`config.mk`:
```
export PLATFORM = sky130hd
export DESIGN_NAME = usbh_attach_detect
export DESIGN_NICKNAME = d
export VERILOG_FILES = /design/src/rtl/usbh_ad_pkg.sv /design/src/rtl/usbh_ad_sync.sv /design/src/rtl/usbh_ad_qtimer.sv /design/src/rtl/usbh_ad_flag.sv /design/src/rtl/usbh_attach_detect.sv
export SDC_FILE = /design/constraint.sdc
export NUM_CORES = 1
export LEC_CHECK = 0
export ABC_AREA = 0
export ABC_CLOCK_PERIOD_IN_PS = 3300
export BUFFER_PORTS_ARGS = -buffer_cell sky130_fd_sc_hd__buf_2
export CORE_MARGIN = 2
export CORE_UTILIZATION = 35
export DETAILED_ROUTE_END_ITERATION = 8
export PLACE_DENSITY = 0.49
export SYNTH_ARGS = -nofsm -noshare
export SYNTH_HDL_FRONTEND = slang
export SYNTH_SLANG_ARGS = --single-unit
```
`constraint.sdc`:
```
create_clock -name clk_i -period 3.3 [get_ports clk_i]
set_input_delay 0.33 -clock clk_i [delete_from_list [all_inputs] [get_ports clk_i]]
set_output_delay 0.33 -clock clk_i [all_outputs]
set_load 0.02 [all_outputs]
```
`src/rtl/usbh_ad_pkg.sv`:
```
package usbh_ad_pkg;

    // Line state, encoded as {dp, dm}
    typedef enum logic [1:0] {
        LN_SE0   = 2'b00,
        LN_DM_HI = 2'b01,
        LN_DP_HI = 2'b10,
        LN_SE1   = 2'b11
    } line_t;

    typedef enum logic {
        SPD_LOW  = 1'b0,
        SPD_FULL = 1'b1
    } speed_t;

    // Index of each interrupt flag in the flag vector
    localparam int FLG_CONN = 0;
    localparam int FLG_WAKE = 1;
    localparam int NFLAGS   = 2;

    typedef struct packed {
        logic   conn;
        speed_t speed;
    } link_t;

    // ceil(2.5 us * hz) = ceil(hz * 5 / 2e6)
    function automatic int unsigned qual_cycles(input longint unsigned hz);
        longint unsigned n;
        n = (hz * 5 + 64'd1999999) / 64'd2000000;
        return int'(n);
    endfunction

    function automatic logic one_high(input line_t ln);
        return (ln == LN_DP_HI) || (ln == LN_DM_HI);
    endfunction

endpackage

```
`src/rtl/usbh_ad_sync.sv`:
```
module usbh_ad_sync
    import usbh_ad_pkg::*;
#(
    parameter int STAGES = 2
) (
    input  logic  clk_i,
    input  logic  rst_i,
    input  logic  dp_i,
    input  logic  dm_i,
    output line_t line_o,
    output logic  change_o
);
    localparam int LAST = STAGES - 1;

    logic [1:0] stg [STAGES];
    line_t      line_d;

    generate
        for (genvar g = 0; g < STAGES; g++) begin : g_stage
            if (g == 0) begin : g_first
                always_ff @(posedge clk_i) begin
                    if (rst_i) stg[g] <= 2'b00;
                    else       stg[g] <= {dp_i, dm_i};
                end
            end else begin : g_next
                always_ff @(posedge clk_i) begin
                    if (rst_i) stg[g] <= 2'b00;
                    else       stg[g] <= stg[g-1];
                end
            end
        end
    endgenerate

    assign line_o = line_t'(stg[LAST]);

    always_ff @(posedge clk_i) begin
        if (rst_i) line_d <= LN_SE0;
        else       line_d <= line_o;
    end

    assign change_o = (line_o != line_d);

endmodule

```
`src/rtl/usbh_ad_qtimer.sv`:
```
module usbh_ad_qtimer #(
    parameter int unsigned THRESH = 313
) (
    input  logic clk_i,
    input  logic rst_i,
    input  logic hold_i,
    input  logic run_i,
    input  logic restart_i,
    output logic done_o
);
    localparam int CW = $clog2(THRESH + 1);
    localparam logic [CW-1:0] LIMIT = CW'(THRESH);
    localparam logic [CW-1:0] ONE   = CW'(1);

    logic [CW-1:0] cnt_q;
    logic [CW-1:0] cnt_nx;

    always_comb begin
        if (restart_i)          cnt_nx = ONE;
        else if (cnt_q == LIMIT) cnt_nx = cnt_q;
        else                    cnt_nx = cnt_q + ONE;
    end

    always_ff @(posedge clk_i) begin
        if (rst_i || hold_i || !run_i) cnt_q <= '0;
        else                           cnt_q <= cnt_nx;
    end

    assign done_o = run_i && !hold_i && (cnt_nx == LIMIT) && (cnt_q != LIMIT);

    assert_cnt_bound_R4: assert property (@(posedge clk_i) disable iff (rst_i)
        cnt_q <= LIMIT);

    assert_hold_zero_R8: assert property (@(posedge clk_i) disable iff (rst_i)
        hold_i |=> (cnt_q == '0));

endmodule

```
`src/rtl/usbh_ad_flag.sv`:
```
module usbh_ad_flag (
    input  logic clk_i,
    input  logic rst_i,
    input  logic srst_i,
    input  logic set_i,
    input  logic clr_i,
    input  logic en_i,
    output logic flag_o,
    output logic irq_o
);
    logic flag_q;

    always_ff @(posedge clk_i) begin
        if (rst_i || srst_i) flag_q <= 1'b0;
        else if (set_i)      flag_q <= 1'b1;
        else if (clr_i)      flag_q <= 1'b0;
    end

    assign flag_o = flag_q;
    assign irq_o  = flag_q & en_i;

    assert_set_wins_R7: assert property (@(posedge clk_i) disable iff (rst_i)
        (set_i && !srst_i) |=> flag_o);

    assert_clr_works_R7: assert property (@(posedge clk_i) disable iff (rst_i)
        (clr_i && !set_i) |=> !flag_o);

endmodule

```
`src/rtl/usbh_attach_detect.sv`:
```
module usbh_attach_detect
    import usbh_ad_pkg::*;
#(
    parameter longint unsigned CLK_HZ  = 125_000_000,
    parameter int              SYNC_FF = 2
) (
    input  logic clk_i,
    input  logic rst_i,
    input  logic soft_rst_i,
    input  logic dp_i,
    input  logic dm_i,
    input  logic suspend_i,
    input  logic conn_ie_i,
    input  logic wake_ie_i,
    input  logic conn_clr_i,
    input  logic wake_clr_i,
    output logic conn_o,
    output logic speed_o,
    output logic conn_flag_o,
    output logic wake_flag_o,
    output logic conn_irq_o,
    output logic wake_irq_o
);
    localparam int unsigned THRESH = qual_cycles(CLK_HZ);

    line_t line;
    logic  line_chg;
    link_t link_q;
    logic  att_run, det_run, att_done, det_done;

    logic [NFLAGS-1:0] flg_set, flg_clr, flg_en, flg_val, flg_irq;

    usbh_ad_sync #(.STAGES(SYNC_FF)) u_sync (
        .clk_i    (clk_i),
        .rst_i    (rst_i),
        .dp_i     (dp_i),
        .dm_i     (dm_i),
        .line_o   (line),
        .change_o (line_chg)
    );

    assign att_run = !link_q.conn && one_high(line);
    assign det_run =  link_q.conn && (line == LN_SE0);

    usbh_ad_qtimer #(.THRESH(THRESH)) u_att_tmr (
        .clk_i     (clk_i),
        .rst_i     (rst_i),
        .hold_i    (soft_rst_i),
        .run_i     (att_run),
        .restart_i (line_chg),
        .done_o    (att_done)
    );

    usbh_ad_qtimer #(.THRESH(THRESH)) u_det_tmr (
        .clk_i     (clk_i),
        .rst_i     (rst_i),
        .hold_i    (soft_rst_i),
        .run_i     (det_run),
        .restart_i (line_chg),
        .done_o    (det_done)
    );

    always_ff @(posedge clk_i) begin
        if (rst_i) begin
            link_q <= '{conn: 1'b0, speed: SPD_LOW};
        end else if (att_done) begin
            link_q.conn  <= 1'b1;
            link_q.speed <= (line == LN_DP_HI) ? SPD_FULL : SPD_LOW;
        end else if (det_done) begin
            link_q.conn  <= 1'b0;
        end
    end

    assign flg_set[FLG_CONN] = att_done;
    assign flg_set[FLG_WAKE] = att_done && suspend_i;
    assign flg_clr = {wake_clr_i, conn_clr_i};
    assign flg_en  = {wake_ie_i, conn_ie_i};

    generate
        for (genvar f = 0; f < NFLAGS; f++) begin : g_flag
            usbh_ad_flag u_flag (
                .clk_i  (clk_i),
                .rst_i  (rst_i),
                .srst_i (soft_rst_i),
                .set_i  (flg_set[f]),
                .clr_i  (flg_clr[f]),
                .en_i   (flg_en[f]),
                .flag_o (flg_val[f]),
                .irq_o  (flg_irq[f])
            );
        end
    endgenerate

    assign conn_o      = link_q.conn;
    assign speed_o     = link_q.speed;
    assign conn_flag_o = flg_val[FLG_CONN];
    assign wake_flag_o = flg_val[FLG_WAKE];
    assign conn_irq_o  = flg_irq[FLG_CONN];
    assign wake_irq_o  = flg_irq[FLG_WAKE];

    assert_attach_cause_R1: assert property (@(posedge clk_i) disable iff (rst_i)
        $rose(conn_o) |-> $past(one_high(line)));

    assert_detach_cause_R3: assert property (@(posedge clk_i) disable iff (rst_i)
        $fell(conn_o) |-> $past(line == LN_SE0));

    assert_speed_hold_R2: assert property (@(posedge clk_i) disable iff (rst_i)
        (conn_o && $past(conn_o)) |-> $stable(speed_o));

    assert_irq_gate_R5: assert property (@(posedge clk_i) disable iff (rst_i)
        conn_irq_o |-> (conn_ie_i && conn_flag_o));

    assert_wake_pair_R6: assert property (@(posedge clk_i) disable iff (rst_i)
        $rose(wake_flag_o) |-> conn_flag_o);

    assert_soft_clear_R8: assert property (@(posedge clk_i) disable iff (rst_i)
        soft_rst_i |=> (!conn_flag_o && !wake_flag_o && $stable(conn_o)));

endmodule

```
* Word level (Yosys, flattened, before mapping)
Memory sizes are Yosys's and may differ from the RTL's. Index checks and enable logic that the tools add are counted.
Operators by class: eq/ne operators 9, reduce and logical (&&, ||, !) cells 21, bitwise logic cells 4, multiplexer cells 16, $add $sub $neg 2
Operators with widths (count):
- 9-bit equality test, second input constant | 4
- 9-bit two-way mux | 4
- 9-bit by 1-bit adder with 9-bit output, second input constant | 2
- 9-bit != test, second input constant | 2
- 1-bit two-way mux | 10
- 1-bit logical AND | 9
- 2-bit nonzero test | 3
- 1-bit zero test | 4
- 1-bit logical OR | 4
- 2-bit two-way mux | 2
- 1-bit AND | 2
- 2-bit by 1-bit equality test with 1-bit output, second input constant | 1
- 2-bit equality test, second input constant | 1
- 2-bit zero test | 1
- 2-bit != test | 1
- 1-bit bitwise OR | 2
Storage, ports and cells: input bits 10, register bits after elaboration 24, memory bits (writable) 4, memories kept 1, word-level logic and storage cells 60, output and inout bits 6
Memory list:
- u_sync.stg | words 2, width 2, rd ports 2, clocked after Yosys merged registers in 0, wr ports 2, line usbh_ad_sync.sv:15 | logic [1:0] stg [STAGES];

* Depth between registers and ports, before layout
Gate-level depths: netlist of run 1.
depth in word-level cells 8, gate-level depth with buffers 7, mapped depth without buffers 7

* By module
Synthesis of run 1 repeated with hierarchy kept, for this count alone.
Second synthesis, totals: cells, all modules 153, area total of the unflattened synthesis 1373.8 µm²
By module, submodules not included:
- usbh_ad_qtimer | area each 484.2 µm², times used 2, cells an instance 57, seq. area each 180.2 µm²
- usbh_ad_sync | area each 178.9 µm², times used 1, cells an instance 15, seq. area each 120.1 µm²
- usbh_attach_detect | area each 121.4 µm², times used 1, cells an instance 14, seq. area each 40.0 µm²
- usbh_ad_flag | area each 52.6 µm², times used 2, cells an instance 5, seq. area each 20.0 µm²

* Least setup slack after synthesis of run 1
OpenSTA, ideal clock, no wires.
path kind flip-flop to flip-flop, start register u_det_tmr.cnt_q[0], end register link_q, in the netlist conn_o, slack 1.638 ns, path buffers 0, library setup time 0.134 ns, cell stages (with the launch flop) 7, data required time 3.166 ns, data arrival time 1.528 ns, clock period less this slack 1.662 ns, cells stage by stage dfxtp_1 -> ha_1 -> and4_1 -> mux2i_1 -> o32a_1 -> o41ai_1 -> a21oi_1
On the way: longest elaborated chain between the ends 7, elaborated cells between the ends (all ways) 9, classes of those cells add/sub (1); eq/ne (3); mux (2); reduce/logical (3)
RTL lines:
- start, declared | line usbh_ad_qtimer.sv:15 | logic [CW-1:0] cnt_q;
- start signal, assigned | line usbh_ad_qtimer.sv:26 | else cnt_q <= cnt_nx;
- 9-bit by 1-bit adder with 9-bit output or 9-bit equality test (tied branches) | line usbh_ad_qtimer.sv:21, usbh_ad_qtimer.sv:20
- 9-bit two-way mux | line usbh_ad_qtimer.sv:20 | else if (cnt_q == LIMIT) cnt_nx = cnt_q;
- 9-bit two-way mux | line usbh_ad_qtimer.sv:19 | if (restart_i) cnt_nx = ONE;
- 9-bit equality test | line usbh_ad_qtimer.sv:29 | assign done_o = run_i && !hold_i && (cnt_nx == LIMIT) && (cnt_q != LIMIT);
- 1-bit logical AND | line usbh_ad_qtimer.sv:29
- 1-bit logical AND * | line usbh_ad_qtimer.sv:29
- 2-bit nonzero test (no source line) *
- end signal, assigned | line usbh_attach_detect.sv:65 | link_q <= '{conn: 1'b0, speed: SPD_LOW};
- end, declared | line usbh_attach_detect.sv:28 | link_t link_q;
Every way passes the cells marked *; elsewhere a longest branch is shown, timed or not. A chain may end at the register's enable or synchronous reset.

* Worst setup path in the final report of run 1
Ends and elaborated chain as after synthesis.

==> results.sh, run 1 <==
export IMPL_fin_tns_setup_ps=0
export IMPL_syn_area_per_cell_um2=8.64
export IMPL_synth_nets=196
export IMPL_critPathKind="reg -> reg"
export IMPL_io_pins=16
export IMPL_finalMaxSlewViolations=0
export IMPL_tightest_slew_ps=467
export IMPL_p_int_w=0.000458
export IMPL_first_iter_violations=55
export IMPL_port_buffers=15
export IMPL_setup_viol=0
export IMPL_fin_worst_skew_ps=2.74
export IMPL_grt_pass1_vias=1186
export IMPL_multiInputGateArea_um2=915
export IMPL_rsz0062_at_grt="false"
export IMPL_antenna_found_initial=0
export IMPL_status="completed"
export IMPL_syn_inst=180
export IMPL_hold_viol=0
export IMPL_antenna_cells=0
export IMPL_ys_warn_count=0
export IMPL_powerDensity_nw_per_um2=346
export IMPL_cts_buffers_inserted=3
export IMPL_regToRegStartpoint="u_det_tmr.cnt_q[0]"
export IMPL_grt_pass1_wl_um=5460
export IMPL_cts_hold_buf=0
export IMPL_setup_slack_ps=1260
export IMPL_cts_buffer_depth=2
export IMPL_drc=0
export IMPL_fin_nets=208
export IMPL_min_to="u_sync.stg[0][1]"
export IMPL_cp_max_fo=7
export IMPL_overflow=0
export IMPL_avgViaCountPerCell=5.19
export IMPL_rr_worst_depth=6
export IMPL_finalCritPeriodShare_pct=61.9
export IMPL_ys_seq_elements=28
export IMPL_seqPwrFrac_pct=58.4
export IMPL_hp_start="dp_i"
export IMPL_synth_top_area_share_pct=36.0
export IMPL_start_util_pct=36.0
export IMPL_max_cap_violations=0
export IMPL_synth_cell_types=51
export IMPL_coreArea_um2=4320
export IMPL_grt_max_degree=16
export IMPL_r2r_setup_slack_ps=1260
export IMPL_ys_flop_type="dfxtp_1"
export IMPL_syn_area_um2=1560
export IMPL_slew_headroom_pct=68.5
export IMPL_reg2reg_to="conn_o"
export IMPL_die_area_um2=4990
export IMPL_crit_arrival_ps=2200
export IMPL_clkSinkCount=28
export IMPL_fillers=468
export IMPL_gp_congestion=0.815
export IMPL_endpoint_kind="flop"
export IMPL_synth_edf_count=0
export IMPL_yosysSeqAreaShare_pct=36.0
export IMPL_postCtsSetupBuffers=0
export IMPL_die_h_um=70.7
export IMPL_die_w_um=70.7
export IMPL_antenna_left=0
export IMPL_drt_first_pass_iters=4
export IMPL_area_growth_synth_to_final_pct=9.09
export IMPL_hpwlAfterDp_um=2390
export IMPL_crit_required_ps=3460
export IMPL_drive_gt1_share_pct=14.1
export IMPL_power_switching_w=0.000129
export IMPL_htreeDepth=1
export IMPL_vias=1260
export IMPL_cp_startpoint="u_det_tmr.cnt_q[0]"
export IMPL_p_sw_share_pct=22.0
export IMPL_routedWlPerCell_um=13.2
export IMPL_place_ws_ps=1270
export IMPL_max_freq_mhz=490
export IMPL_p_leak_nw=0.592
export IMPL_path_clk_slew_ps=100
export IMPL_period_minus_slack_ps=2040
export IMPL_cts_tree="built"
export IMPL_async_reset_ff_share_pct=0
export IMPL_regArea_um2=561
export IMPL_hold_class="in -> reg"
export IMPL_track_usage_pct=13.7
export IMPL_clkLatencyLatePin_ps=280
export IMPL_rows=24
export IMPL_root_buffer="clkbuf_8"
export IMPL_synth_area_top_cells="dfxtp_1 (36%), nor2_1 (6.0%), xor2_1 (5.6%), ha_1 (4.8%), nor2b_1 (3.6%)"
export IMPL_holdPathStages=2
export IMPL_peakVddDrop_mv=0.135
export IMPL_combPwrFrac_pct=4.0
export IMPL_drt_wl_total_um=3200
export IMPL_postCtsResizedCells=0
export IMPL_synth_largest_area_cell="dfxtp_1"
export IMPL_critPathLaunchType="flop"
export IMPL_pwr_share_clk_pct=37.6
export IMPL_power_w=0.000587
==> routing by layer <==
metal	track usage, %	up-vias	share of wire, %
li1	-	646	-
met1	19.0	580	51
met2	21.4	32	44
met3	2.56	2	4.4
met4	5.03	0	0.91
met5	0	-	0
==> worst max-delay path by stage <==
stage,end,cells after the start,slack (ps)
floorplan,conn_o,6,1640
global placement,conn_o,6,1280
detailed placement,conn_o,6,1270
CTS,conn_o,6,1250
global route,conn_o,6,1050
finish,conn_o,6,1260
==> cells in the mapped netlist (2+ instances only) <==
library cell,count
nand3_2,3
nand2b_1,3
xnor2_1,6
dfxtp_1,28
mux2i_1,2
buf_2,4
o21ai_0,3
buf_6,2
nor4_1,4
nor2_1,25
ha_1,6
xor2_1,10
nand3b_1,2
nand2_1,14
a211oi_1,2
and2_1,3
nor3_1,4
nor2b_1,9
nand4_1,4
inv_1,7
nand3_1,4
a21oi_1,5
a311oi_1,2
==> worst max-delay path: stages, from the launching register on <==
cell      delay [ps]
dfxtp_1          490
ha_1             330
nand2_1          140
nor4_1           250
a311oi_1         110
o41ai_1          490
a21oi_1          110
==> cells in the final DEF (no fill, tap or decap), types with 2 or more instances in the layout <==
cell type / netlist / final
a21oi_1: 5 / 5
nor3_1: 4 / 4
a211oi_1: 2 / 2
nand2b_1: 3 / 3
xnor2_1: 6 / 6
xor2_1: 10 / 10
nor2_1: 25 / 25
nand4_1: 4 / 4
nor2b_1: 9 / 9
clkbuf_8: 0 / 4
a311oi_1: 2 / 2
and2_1: 3 / 3
nor4_1: 4 / 4
inv_1: 7 / 7
buf_2: 4 / 15
nand3b_1: 2 / 2
ha_1: 6 / 6
nand3_2: 3 / 3
mux2i_1: 2 / 2
nand2_1: 14 / 14
o21ai_0: 3 / 3
nand3_1: 4 / 4
dfxtp_1: 28 / 28
==> power groups by stage <==
stage / sequential (W) / clock, W / combinational, W
after detailed placement: 0.000351 / 0 / 0.0000240
after global placement: 0.000351 / 0 / 0.0000240
final: 0.000343 / 0.000221 / 0.0000237
after CTS: 0.000343 / 0.000228 / 0.0000241
after global routing: 0.000343 / 0.000239 / 0.0000272
after floorplan: 0.000350 / 0 / 0.0000142
==> per-stage QoR <==
stage	area (um^2)	hold slack [ps]	std cells	utilization, %
3_3_place_gp	1640	426	239	38.0
5_1_grt	1700	258	243	39.2
3_5_place_dp	1640	435	239	38.0
6_report	1700	257	243	39.2
4_1_cts	1700	248	243	39.2
2_1_floorplan	1560	409	180	-
==> flip-flops by register name (all words and copies together), names as in the netlist <==
name	count
speed_o	1
conn_o	1
g_flag.u_flag.flag_o	2
u_det_tmr.cnt_q	9
u_sync.stg	4
u_sync.line_d	2
u_att_tmr.cnt_q	9
==> logic make-up after synthesis <==
logic type	count (synthesis)	share of synthesized area, %
compound gates	26	13.3
mux	2	1.29
simple gates	87	30.4
buf+inv	15	5.15
xor+xnor	16	9.01
fa+ha+maj	6	4.83
flops	28	36.0
==> layout make-up <==
class	count	area share, %
Clock buffer	4	3.24
Inverter	7	1.55
Multi-Input combinational cell	137	53.9
Sequential cell	28	33.0
Tap cell	52	3.83
Timing Repair Buffer	15	4.42
Power figures use the tool's default switching activity.
==> inputs of run 2 (changes only) <==
--- a/config.mk
+++ b/config.mk
@@ -6,7 +6,7 @@
 export NUM_CORES = 1
 export LEC_CHECK = 0
 export ABC_AREA = 0
-export ABC_CLOCK_PERIOD_IN_PS = 3300
+export ABC_CLOCK_PERIOD_IN_PS = 2100
 export BUFFER_PORTS_ARGS = -buffer_cell sky130_fd_sc_hd__buf_2
 export CORE_MARGIN = 2
 export CORE_UTILIZATION = 35
==> constraint.sdc (replaced) <==
create_clock -name clk_i -period 2.1 [get_ports clk_i]
set_input_delay 0.21 -clock clk_i [delete_from_list [all_inputs] [get_ports clk_i]]
set_output_delay 0.21 -clock clk_i [all_outputs]
set_load 0.02 [all_outputs]
==> run 2 against run 1 <==
- flip-flop and latch count is the same
- global-route usage down 0.088 points
- non-clock buffer count up 1
- clock power grew 53%
- critical endpoint unchanged
- largest cell class unchanged
- largest power group unchanged
- highest routed layer unchanged
==> results.sh, run 2 (synthesized netlist as in run 1, its figures left out) <==
export IMPL_status="completed"
export IMPL_r2r_setup_slack_ps=210
export IMPL_min_to="u_sync.stg[0][1]"
export IMPL_drt_wl_total_um=3180
export IMPL_clkLatencyLatePin_ps=270
export IMPL_dp_cells=240
export IMPL_powerDensity_nw_per_um2=535
export IMPL_antenna_found_initial=0
export IMPL_rr_worst_depth=6
export IMPL_fin_worst_skew_ps=5.93
export IMPL_p_sw_share_pct=21.3
export IMPL_track_usage_pct=13.6
export IMPL_crit_required_ps=2260
export IMPL_combPwrFrac_pct=4.3
export IMPL_avgViaCountPerCell=5.19
export IMPL_die_h_um=70.7
export IMPL_start_util_pct=36.0
export IMPL_cts_tree="built"
export IMPL_regToRegStartpoint="u_det_tmr.cnt_q[0]"
export IMPL_grt_max_degree=16
export IMPL_critPathKind="reg -> reg"
export IMPL_p_leak_nw=0.595
export IMPL_area_growth_synth_to_final_pct=10.2
export IMPL_endpoint_kind="flop"
export IMPL_fin_nets=209
export IMPL_drive_gt1_share_pct=15.6
export IMPL_worst_path_max_delay_cell="dfxtp_1"
export IMPL_path_clk_slew_ps=100
export IMPL_pwr_share_clk_pct=37.0
export IMPL_cpPeakStageDelay_ps=490
export IMPL_reg_top3="u_att_tmr.cnt_q: 9 flops, u_det_tmr.cnt_q: 9 flops, u_sync.stg: 4 flops"
export IMPL_max_cap_violations=0
export IMPL_routedWlPerCell_um=13.0
export IMPL_crit_buf_inv=0
export IMPL_setup_viol=0
export IMPL_io_pins=16
export IMPL_port_buffers=15
export IMPL_p_int_w=0.000721
export IMPL_period_minus_slack_ps=1890
export IMPL_power_switching_w=0.000196
export IMPL_antenna_left=0
export IMPL_clkSinkCount=28
export IMPL_cp_cell_sequence="ha_2 -> and4_1 -> mux2i_1 -> o32a_1 -> o41ai_2 -> a21oi_1"
export IMPL_finalCritPeriodShare_pct=89.9
export IMPL_critPathLaunchType="flop"
export IMPL_holdPathStages=2
export IMPL_htreeDepth=1
export IMPL_grt_pass1_wl_um=5620
export IMPL_hold_viol=0
export IMPL_hp_start="dp_i"
export IMPL_rsz0062_at_grt="false"
export IMPL_cp_max_fo=7
export IMPL_finalMaxSlewViolations=0
export IMPL_peakVddDrop_mv=0.267
export IMPL_final_common_cell="dfxtp_1"
export IMPL_seqPwrFrac_pct=58.7
export IMPL_reg2reg_to="conn_o"
export IMPL_antenna_cells=0
export IMPL_slew_headroom_pct=68.8
export IMPL_layoutNonFillerInstCount=244
export IMPL_cp_startpoint="u_det_tmr.cnt_q[0]"
export IMPL_coreArea_um2=4320
export IMPL_gp_congestion=0.827
export IMPL_root_buffer="clkbuf_8"
export IMPL_final_cell_mix="dfxtp_1 (28), nor2_1 (25), buf_2 (15)"
export IMPL_grt_pass1_vias=1243
export IMPL_first_iter_violations=46
export IMPL_cts_buffers_inserted=3
export IMPL_path_delay_family="compound AO/OA/AOI/OAI gates"
export IMPL_rows=24
export IMPL_crit_arrival_ps=2050
export IMPL_max_freq_mhz=530
export IMPL_die_w_um=70.7
export IMPL_path_depth=6
export IMPL_drt_first_pass_iters=4
export IMPL_hold_class="in -> reg"
export IMPL_tightest_slew_ps=463
export IMPL_drc=0
export IMPL_hpwlAfterDp_um=2380
export IMPL_die_area_um2=4990
export IMPL_fin_tns_setup_ps=0
export IMPL_vias=1267
export IMPL_overflow=0
export IMPL_cts_buffer_depth=2
run 2: what timing repair did:
item | 4_1_cts | 5_1_grt
endpoints found under the setup margin | 0 | 1
setup buffers | 0 | 0
hold buffers | 0 | 0
gates resized for setup | 0 | 2
run 2: worst max-delay path by stage:
stage                               endpoint  slack (ps)
final                                 conn_o         210
after CTS                             conn_o          90
after floorplan                       conn_o         440
after global placement                conn_o         100
after global routing      u_det_tmr.cnt_q[0]          80
after detailed placement              conn_o          90
run 2: metrics by stage:
stage | hold WS [ps] | worst slack (ps) | utilization (%) | cell area (um^2) | total power [W]
3_5_place_dp | 427 | 87.7 | 38.1 | 1650 | 0.000590
5_1_grt | 142 | 76.1 | 39.6 | 1710 | 0.000958
6_report | 144 | 213 | 39.6 | 1710 | 0.000916
2_1_floorplan | 289 | 438 | - | 1560 | 0.000573
4_1_cts | 137 | 87.8 | 39.4 | 1700 | 0.000930
3_3_place_gp | 419 | 97.7 | 38.1 | 1650 | 0.000590
run 2: per-layer routing:
metal	share of wire (%)	vias to the layer above	wire (um)	GRT usage (%)
met4	0.75	0	24	3.98
met2	43	24	1380	21.4
met5	0	-	0	0
li1	-	658	-	-
met3	3.3	2	105	2.42
met1	53	583	1670	19.3
run 2: area by class of cell:
class                           count  area, um^2
Fill cell                         449        2610
Multi-Input combinational cell    137         925
Sequential cell                    28         561
Timing Repair Buffer               16        82.6
Tap cell                           52        65.1
Clock buffer                        4        55.1
Inverter                            7        26.3
run 2: power by group through the flow:
stage | Sequential [W] | Combinational, W | Clock, W
global placement | 0.000551 | 0.0000391 | 0
global route | 0.000539 | 0.0000444 | 0.000374
CTS | 0.000539 | 0.0000394 | 0.000352
floorplan | 0.000551 | 0.0000223 | 0
finish | 0.000538 | 0.0000390 | 0.000339
detailed placement | 0.000551 | 0.0000393 | 0
